`src/rtl/bpis_pkg.sv`:
```
package bpis_pkg;

    localparam int NUM_COLORS  = 3;
    localparam int PLANE_W_MAX = 5;

    typedef enum logic [1:0] {
        CLR_R = 2'd0,
        CLR_G = 2'd1,
        CLR_B = 2'd2
    } color_e;

    typedef enum logic [1:0] {
        PH_IDLE,
        PH_SETTLE,
        PH_PULSE
    } phase_e;

    typedef struct packed {
        color_e                 color;
        logic [PLANE_W_MAX-1:0] plane;
    } plane_pos_t;

    function automatic logic [1:0] rot_color(logic [1:0] c);
        return (c == 2'd2) ? 2'd0 : c + 2'd1;
    endfunction

    function automatic logic color_on(color_e c, logic [2:0] en);
        case (c)
            CLR_R:   return en[0];
            CLR_G:   return en[1];
            CLR_B:   return en[2];
            default: return 1'b0;
        endcase
    endfunction

    // next enabled colour after cur, searching cyclically; plain rotation if none
    function automatic color_e next_color(color_e cur, logic [2:0] en);
        logic [1:0] c;
        color_e     pick;
        logic       found;
        c     = cur;
        pick  = color_e'(rot_color(cur));
        found = 1'b0;
        for (int k = 0; k < NUM_COLORS; k++) begin
            c = rot_color(c);
            if (!found && color_on(color_e'(c), en)) begin
                pick  = color_e'(c);
                found = 1'b1;
            end
        end
        return pick;
    endfunction

    function automatic color_e first_color(logic [2:0] en);
        if (en[0]) return CLR_R;
        if (en[1]) return CLR_G;
        if (en[2]) return CLR_B;
        return CLR_R;
    endfunction

endpackage

```
`src/rtl/bpis_stepper.sv`:
```
module bpis_stepper
    import bpis_pkg::*;
#(
    parameter int BITS = 16
) (
    input  logic       clk,
    input  logic       rst,
    input  logic       frame_tick,
    input  logic [2:0] color_en,
    output plane_pos_t pos,
    output logic       seq_start
);
    localparam logic [PLANE_W_MAX-1:0] LAST = PLANE_W_MAX'(BITS - 1);

    plane_pos_t nxt;

    always_comb begin
        nxt = pos;
        if (pos.plane == LAST) begin
            nxt.plane = '0;
            nxt.color = next_color(pos.color, color_en);
        end else begin
            nxt.plane = pos.plane + 1'b1;
        end
    end

    always_ff @(posedge clk) begin
        if (rst) begin
            pos       <= '{color: CLR_R, plane: '0};
            seq_start <= 1'b0;
        end else begin
            seq_start <= 1'b0;
            if (frame_tick) begin
                pos       <= nxt;
                seq_start <= (nxt.plane == '0) && (nxt.color == first_color(color_en));
            end
        end
    end
endmodule

```
`src/rtl/bpis_pulse_timer.sv`:
```
module bpis_pulse_timer
    import bpis_pkg::*;
#(
    parameter int SETTLE_CYC = 225,
    parameter int PULSE_CYC  = 500
) (
    input  logic clk,
    input  logic rst,
    input  logic frame_tick,
    input  logic frame_ready,
    input  logic color_ok,
    output logic accept,
    output logic led_on,
    output logic err_overrun
);
    localparam int CMAX = (SETTLE_CYC > PULSE_CYC) ? SETTLE_CYC : PULSE_CYC;
    localparam int CW   = $clog2(CMAX + 1);
    localparam logic [CW-1:0] SETTLE_END = CW'(SETTLE_CYC - 1);
    localparam logic [CW-1:0] PULSE_END  = CW'(PULSE_CYC - 1);

    phase_e          ph;
    logic [CW-1:0]   cnt;
    logic            armed;

    assign accept = frame_ready && !frame_tick && armed && color_ok && (ph == PH_IDLE);

    always_ff @(posedge clk) begin
        if (rst) begin
            ph          <= PH_IDLE;
            cnt         <= '0;
            armed       <= 1'b1;
            led_on      <= 1'b0;
            err_overrun <= 1'b0;
        end else if (frame_tick) begin
            armed  <= 1'b1;
            led_on <= 1'b0;
            ph     <= PH_IDLE;
            cnt    <= '0;
            if (ph != PH_IDLE) err_overrun <= 1'b1;
        end else begin
            case (ph)
                PH_IDLE: begin
                    if (accept) begin
                        ph    <= PH_SETTLE;
                        cnt   <= '0;
                        armed <= 1'b0;
                    end
                end
                PH_SETTLE: begin
                    if (cnt == SETTLE_END) begin
                        ph     <= PH_PULSE;
                        cnt    <= '0;
                        led_on <= 1'b1;
                    end else begin
                        cnt <= cnt + 1'b1;
                    end
                end
                PH_PULSE: begin
                    if (cnt == PULSE_END) begin
                        ph     <= PH_IDLE;
                        cnt    <= '0;
                        led_on <= 1'b0;
                    end else begin
                        cnt <= cnt + 1'b1;
                    end
                end
                default: ph <= PH_IDLE;
            endcase
        end
    end
endmodule

```
`src/rtl/bpis_dac_map.sv`:
```
module bpis_dac_map
    import bpis_pkg::*;
#(
    parameter int BITS = 16
) (
    input  logic             clk,
    input  logic             rst,
    input  logic             load,
    input  plane_pos_t       pos,
    output logic [BITS-1:0]  code_r,
    output logic [BITS-1:0]  code_g,
    output logic [BITS-1:0]  code_b,
    output logic             dac_load
);
    logic [BITS-1:0] weight;
    assign weight = BITS'(1) << pos.plane;

    for (genvar g = 0; g < NUM_COLORS; g++) begin : g_ch
        logic [BITS-1:0] q;
        always_ff @(posedge clk) begin
            if (rst)       q <= '0;
            else if (load) q <= (pos.color == color_e'(2'(g))) ? weight : '0;
        end
    end

    assign code_r = g_ch[0].q;
    assign code_g = g_ch[1].q;
    assign code_b = g_ch[2].q;

    always_ff @(posedge clk) begin
        if (rst) dac_load <= 1'b0;
        else     dac_load <= load;
    end
endmodule

```
`src/rtl/bitplane_illum_seq.sv`:
```
module bitplane_illum_seq
    import bpis_pkg::*;
#(
    parameter int BITS      = 16,
    parameter int CLK_HZ    = 50_000_000,
    parameter int SETTLE_NS = 4500,
    parameter int PULSE_NS  = 10000
) (
    input  logic                     clk,
    input  logic                     rst,
    input  logic                     frame_tick,
    input  logic                     frame_ready,
    input  logic [2:0]               color_en,
    output logic [$clog2(BITS)-1:0]  plane_idx,
    output logic [1:0]               color_sel,
    output logic [BITS-1:0]          dac_r,
    output logic [BITS-1:0]          dac_g,
    output logic [BITS-1:0]          dac_b,
    output logic                     dac_load,
    output logic                     led_on,
    output logic                     seq_start,
    output logic                     err_overrun
);
    localparam int IDX_W      = $clog2(BITS);
    localparam int CYC_PER_US = CLK_HZ / 1_000_000;
    localparam int SETTLE_RAW = (SETTLE_NS * CYC_PER_US) / 1000;
    localparam int PULSE_RAW  = (PULSE_NS * CYC_PER_US) / 1000;
    localparam int SETTLE_CYC = (SETTLE_RAW < 1) ? 1 : SETTLE_RAW;
    localparam int PULSE_CYC  = (PULSE_RAW < 1) ? 1 : PULSE_RAW;

    plane_pos_t pos;
    logic       accept;

    bpis_stepper #(.BITS(BITS)) u_step (
        .clk       (clk),
        .rst       (rst),
        .frame_tick(frame_tick),
        .color_en  (color_en),
        .pos       (pos),
        .seq_start (seq_start)
    );

    bpis_pulse_timer #(.SETTLE_CYC(SETTLE_CYC), .PULSE_CYC(PULSE_CYC)) u_tmr (
        .clk        (clk),
        .rst        (rst),
        .frame_tick (frame_tick),
        .frame_ready(frame_ready),
        .color_ok   (color_on(pos.color, color_en)),
        .accept     (accept),
        .led_on     (led_on),
        .err_overrun(err_overrun)
    );

    bpis_dac_map #(.BITS(BITS)) u_dac (
        .clk     (clk),
        .rst     (rst),
        .load    (accept),
        .pos     (pos),
        .code_r  (dac_r),
        .code_g  (dac_g),
        .code_b  (dac_b),
        .dac_load(dac_load)
    );

    assign plane_idx = pos.plane[IDX_W-1:0];
    assign color_sel = pos.color;
endmodule

```
`config.mk`:
```
export PLATFORM = sky130hd
export DESIGN_NAME = bitplane_illum_seq
export DESIGN_NICKNAME = d
export VERILOG_FILES = /design/src/rtl/bpis_pkg.sv /design/src/rtl/bpis_stepper.sv /design/src/rtl/bpis_pulse_timer.sv /design/src/rtl/bpis_dac_map.sv /design/src/rtl/bitplane_illum_seq.sv
export SDC_FILE = /design/constraint.sdc
export NUM_CORES = 1
export LEC_CHECK = 0
export ABC_AREA = 1
export BUFFER_PORTS_ARGS = -buffer_cell sky130_fd_sc_hd__clkbuf_2
export CORE_UTILIZATION = 55
export DETAILED_ROUTE_END_ITERATION = 16
export PLACE_DENSITY = 0.87
export SLEW_MARGIN = 25
export SYNTH_ARGS = -nofsm -noshare
export SYNTH_HDL_FRONTEND = slang
export SYNTH_HIERARCHICAL = 1
export SYNTH_SLANG_ARGS = --single-unit
```
`constraint.sdc`:
```
create_clock -name clk -period 4.05 [get_ports clk]
set_input_delay 0.405 -clock clk [delete_from_list [all_inputs] [get_ports clk]]
set_output_delay 0.405 -clock clk [all_outputs]
set_load 0.02 [all_outputs]
```
== Yosys cells after proc, flatten, opt, wreduce, memory -nomap -nowiden ==
Index checks and enable logic that the tools add are counted.
W data, S select, Z words.

* Bits in registers: 71
* Output and inout port bits: 58
* Word-level logic and storage cells: 114

* Add/subtract/negate cells: 5
* Equality and inequality tests: 17
* Shift operators: 1
* Mux-type cells: 52
* Bitwise operators: 1
* Reductions and logical operators: 26

{| class="wikitable"
|+ Operators by type and width
! cell !! count
|-
| $mux W16 || 3
|-
| $mux W2 || 17
|-
| $mux W9 || 3
|-
| $pmux W9 S3 || 1
|-
| $mux W1 || 21
|-
| $shl A1 B5 Y16 const A || 1
|-
| $pmux W1 S3 || 4
|-
| $eq A2 B1 Y1 const B || 5
|-
| $eq A2 B2 Y1 const B || 5
|-
| $logic_not A2 Y1 || 5
|-
| $add A9 B1 Y9 const B || 1
|-
| $eq A9 B8 Y1 const B || 1
|-
| $eq A9 B9 Y1 const B || 1
|-
| $logic_and A1 B1 Y1 || 7
|-
| $add A2 B1 Y2 const B || 3
|-
| $ne A2 B1 Y1 const B || 3
|-
| $pmux W2 S3 || 1
|-
| $reduce_and A2 Y1 || 3
|-
| $reduce_and A3 Y1 || 2
|-
| $add A5 B1 Y5 const B || 1
|-
| $eq A5 B4 Y1 const B || 1
|-
| $logic_not A5 Y1 || 1
|-
| $mux W5 || 1
|-
| $reduce_bool A2 Y1 || 2
|-
| 6 further kinds || 9
|}

== Depth between registers and ports, before layout ==
* Word-level depth: 17
* Depth in mapped cells: 12
* Depth with buffers taken out: 12

== Modules after synthesis ==
Netlist, hierarchy kept.

{| class="wikitable"
|+ By module, submodules not included
! module !! instances !! cells an instance !! area an instance (µm²) !! seq. area each (µm²)
|-
| bpis_dac_map || 1 || 245 || 1910.6 || 980.9
|-
| bpis_pulse_timer || 1 || 137 || 940.9 || 280.3
|-
| bpis_stepper || 1 || 99 || 615.6 || 160.2
|-
| bitplane_illum_seq || 1 || 6 || 27.5 || 0.0
|}

== Worst setup path after synthesis ==
No wires, ideal clock.

* Path kind: register -> register
* Start: register, netlist name u_step/pos[5]
* End: register u_dac.g_ch[2].q[7] (netlist: u_dac/code_b[7])
* Arrival time: 1973 ps
* Data required time: 3983 ps
* Path slack: 2009 ps
* Stages on the path, launching flop included: 12
* Path buffers: 1
* Period minus slack after synthesis: 2041 ps
* Cell sequence: dfxtp_1 -> nand3_1 -> nand3_1 -> nand2_1 -> inv_2 -> nand2_2 -> nor2_1 -> inv_2 -> nor3_4 -> buf_6 -> nand2_1 -> a21oi_2

* Cells in the longest elaborated chain, start to end: 4
* Elaborated cells on any way between the ends: 7
* Those cells by class: eq/ne (2); mux (2); reduce/logical (3)

{| class="wikitable"
|+ Ends and longest elaborated chain
! element !! line !! text
|-
| $eq A2 B2 Y1, or another cell as far along || bpis_pkg.sv:28 || <nowiki>case (c)</nowiki>
|-
| $pmux W1 S3 (*) || bpis_pkg.sv:28 ||
|-
| $logic_and A1 B1 Y1 (*) (2 in series) || bpis_pulse_timer.sv:25 || <nowiki>assign accept = frame_ready && !frame_tick && armed && color_ok && (ph == PH_IDLE);</nowiki>
|-
| via accept || bitplane_illum_seq.sv:32 || <nowiki>logic accept;</nowiki>
|-
| end signal, assigned || bpis_dac_map.sv:22 || <nowiki>else if (load) q <= (pos.color == color_e'(2'(g))) ? weight : '0;</nowiki>
|-
| end, declared || bpis_dac_map.sv:19 || <nowiki>logic [BITS-1:0] q;</nowiki>
|}

The timed path passes the listed nets; every way through them passes the cells marked *.
A chain may end at the register's enable or synchronous reset.

== Final worst setup path ==
* Start: register, netlist name u_step/pos[5]
* End: register u_dac.g_ch[2].q[11] (netlist: u_dac/code_b[11])

* Cells in the longest elaborated chain, start to end: 4
* Elaborated cells on any way between the ends: 7
* Those cells by class: eq/ne (2); mux (2); reduce/logical (3)

{| class="wikitable"
|+ Ends and longest elaborated chain
! element !! line
|-
| $eq A2 B2 Y1, or another cell as far along || bpis_pkg.sv:28
|-
| $pmux W1 S3 (*) || bpis_pkg.sv:28
|-
| $logic_and A1 B1 Y1 (*) (2 in series) || bpis_pulse_timer.sv:25
|-
| via accept || bitplane_illum_seq.sv:32
|}

Marks and branches as above.

==> qor.yml <==
status: "completed"
critPathArrivalTime_ns: 3.03
ant_nets: 0
synth.avg_cell_area_um2: 7.176
cts_buffer_depth: 2
regToRegSetupSlack_ns: 1.29
wl_met3_um: 517
hold_start: "frame_tick"
hold_violations: 0
yosys.area_share.xor_xnor_pct: 0.5013
wl_per_cell_um: 13.19
ys_warn_count: 6
cp_num_buf_inv: 2
slowest_delay_ns: 0.67
fin_crit_sh_pct: 68.23
utilization_pct: 67.36
critPathLaunch: "u_step/pos[5]$_SDFFE_PP0P_"
cp_top_family: "simple AND/OR/NAND/NOR gates"
syn-num-nets: 503
syn_to_final_growth_pct: 16.15
cap_violations: 0
cp-start-kind: "register"
ios: 65
drtIter0Drc: 272
rsz0062_at_grt: "no"
start_util_pct: 57.99
final_nets: 564
cp_max_fo: 51
drc: 0
m1WireLength_um: 3722
synthSimpleGateAreaFrac_pct: 35.27
vias_per_cell: 5.330
core_um2: 6026
cts_setup_buffers: 0
track_usage_pct: 26.26
setup_viol: 0
power_density_nw_per_um2: 383.9
synth-seq-area-share_pct: 40.67
place_hpwl_um: 5515
r2r_start: "u_step/pos[5]$_SDFFE_PP0P_"
synth_top_family_by_area: "simple AND/OR/NAND/NOR gates"
rows: 28
antenna_found_initial: 0
final_layout_size_suffix_gt1_share_pct: 23.19
syn_area_um2: 3495
synth_fa_ha_area_share_pct: 3.222
end_kind: "register"
cts_buffers: 9
path_clk_slew_ns: 0.07
antenna_cells: 0
place_congestion: 0.9095
p_leak_nw: 1.735
cts-root-buf: "clkbuf_8"
min_period_ns: 2.763
min_to: "u_step/pos[5]$_SDFFE_PP0P_"
crit_slowest_cell: "dfxtp_1"
design_area_um2: 4059
port_buffers: 64
dieArea_um2: 6677
min_path_cells: 2
grt_pass1_wl_um: 13370
hold_path.class: "in2reg"
report.final.slew_viol_count: 0
synth_seq_cells: 71
top_layer: "met4"
htreeDepth: 3
grt_max_degree: 57
grt_pass1_vias: 3021
rr_endpoint: "u_dac/code_b[11]$_SDFFE_PP0P_"
tightest_slew_ns: 0.8466
hold_buffers: 0
slew_headroom_pct: 43.48
synth_compound_area_share_pct: 12.14
muxShareOfSynthArea_pct: 0
wl_um: 8270
final_common_cell: "nand2_1"
stdcell_count: 627
postCtsResizedCells: 0
dr.pass1.iters: 6
ir_worst_vdd_mv: 0.2813
die_w_um: 81.71
wl_met2_um: 3874
required_ns: 4.32
cts_tree: "built"
route.vias.total: 3342
power.total_mw: 1.558
dpl_cell_area_um2: 3814
mostFrequentLayoutCells: "nand2_1, dfxtp_1, clkbuf_2, a21oi_1, inv_1"
fillCellCount: 517
grt-ovfl-total: 0
path_class: "reg2reg"
syn_inst: 487
die_h_um: 81.71
fmax_mhz: 361.9
clock-sinks: 71
crit_chain: "nand3_1, nand3_1, nand2_1, inv_2, nand2_2, nor2_1, inv_2, nor3_4, nand2_1, a21oi_1"
place_inst: 612
clk_latency_ns: 0.35
r2r_cells: 10
synth_cell_types: 33
fin_skew_ns: 0.008958
tns_ns: 0
[state kept, by name (all words and copies together), names as in the netlist]
| register | count |
|---|---|
| u_tmr/armed | 1 |
| u_dac/code_b | 16 |
| u_step/seq_start | 1 |
| u_dac/code_g | 16 |
| u_tmr/led_on | 1 |
| u_step/pos | 7 |
| u_dac/code_r | 16 |
| u_dac/dac_load | 1 |
| u_tmr/ph | 2 |
| u_tmr/err_overrun | 1 |
| u_tmr/cnt | 9 |
[logic make-up after synthesis]
family,Yosys count
fa+ha+maj,9
simple gates,269
buf+inv,64
xor+xnor,2
compound gates,72
flops,71
[metrics by stage]
step / setup WS [ns] / hold slack (ns)
after floorplan: 2.009 / 0.4533
after global placement: 1.521 / 0.4412
after detailed placement: 1.399 / 0.4494
after CTS: 1.302 / 0.4249
after global routing: 1.021 / 0.4602
final: 1.287 / 0.4411
[worst register-to-register path, cell delays in order, from the launching register on]
cell and delay [ns]:
dfxtp_1 0.67, nand3_1 0.14, nand3_1 0.11, nand2_1 0.06
inv_2 0.05, nand2_2 0.07, nor2_1 0.21, inv_2 0.38
nor3_4 0.63, nand2_1 0.18, a21oi_1 0.19
[power by group]
group	switching, mW	internal [mW]
registers	0.0158	0.705
logic	0.102	0.0394
clock network	0.256	0.440
[cell type report]
cell class	instances	area (µm²)	share of cell area, %
clock inverter	3	90.09	2.219
clock buffer	12	155.1	3.822
sequential	71	1421	35.02
timing repair buffer	65	327.8	8.076
inverter	49	183.9	4.531
tap	75	93.84	2.312
multi-input combinational	352	1787	44.02
[cells in the mapped netlist, drive strengths merged]
cell	n	area share (%)
nand3	45	6.9
o21ai	8	1.1
clkbuf	4	0.43
nand4	6	1.1
or2	1	0.18
xor2	1	0.25
ha	9	3.2
xnor2	1	0.25
buf	11	2.5
nand2	166	20
o211ai	1	0.21
and3	1	0.18
nor3	3	1.1
o21bai	1	0.21
dfxtp	71	41
nor2	47	6.0
a21oi	61	10
inv	49	5.3
a211oi	1	0.21
[metal layers]
metal	GRT usage, %	up-vias
met5	0	-
li1	-	1681
met4	9.649	0
met3	7.556	18
met2	42.92	120
met1	32.76	1523
[how the worst max path moves through the flow]
stage,endpoint,slack (ns),cells after the start
2_1_floorplan,u_dac/code_b[7]$_SDFFE_PP0P_,2.01,11
3_3_place_gp,u_dac/code_b[5]$_SDFFE_PP0P_,1.52,10
3_5_place_dp,u_dac/code_r[1]$_SDFFE_PP0P_,1.40,10
4_1_cts,u_dac/code_b[11]$_SDFFE_PP0P_,1.30,10
5_1_grt,u_dac/code_b[11]$_SDFFE_PP0P_,1.02,10
6_report,u_dac/code_b[11]$_SDFFE_PP0P_,1.29,10
Note: power is estimated with default switching activity, not from simulation.
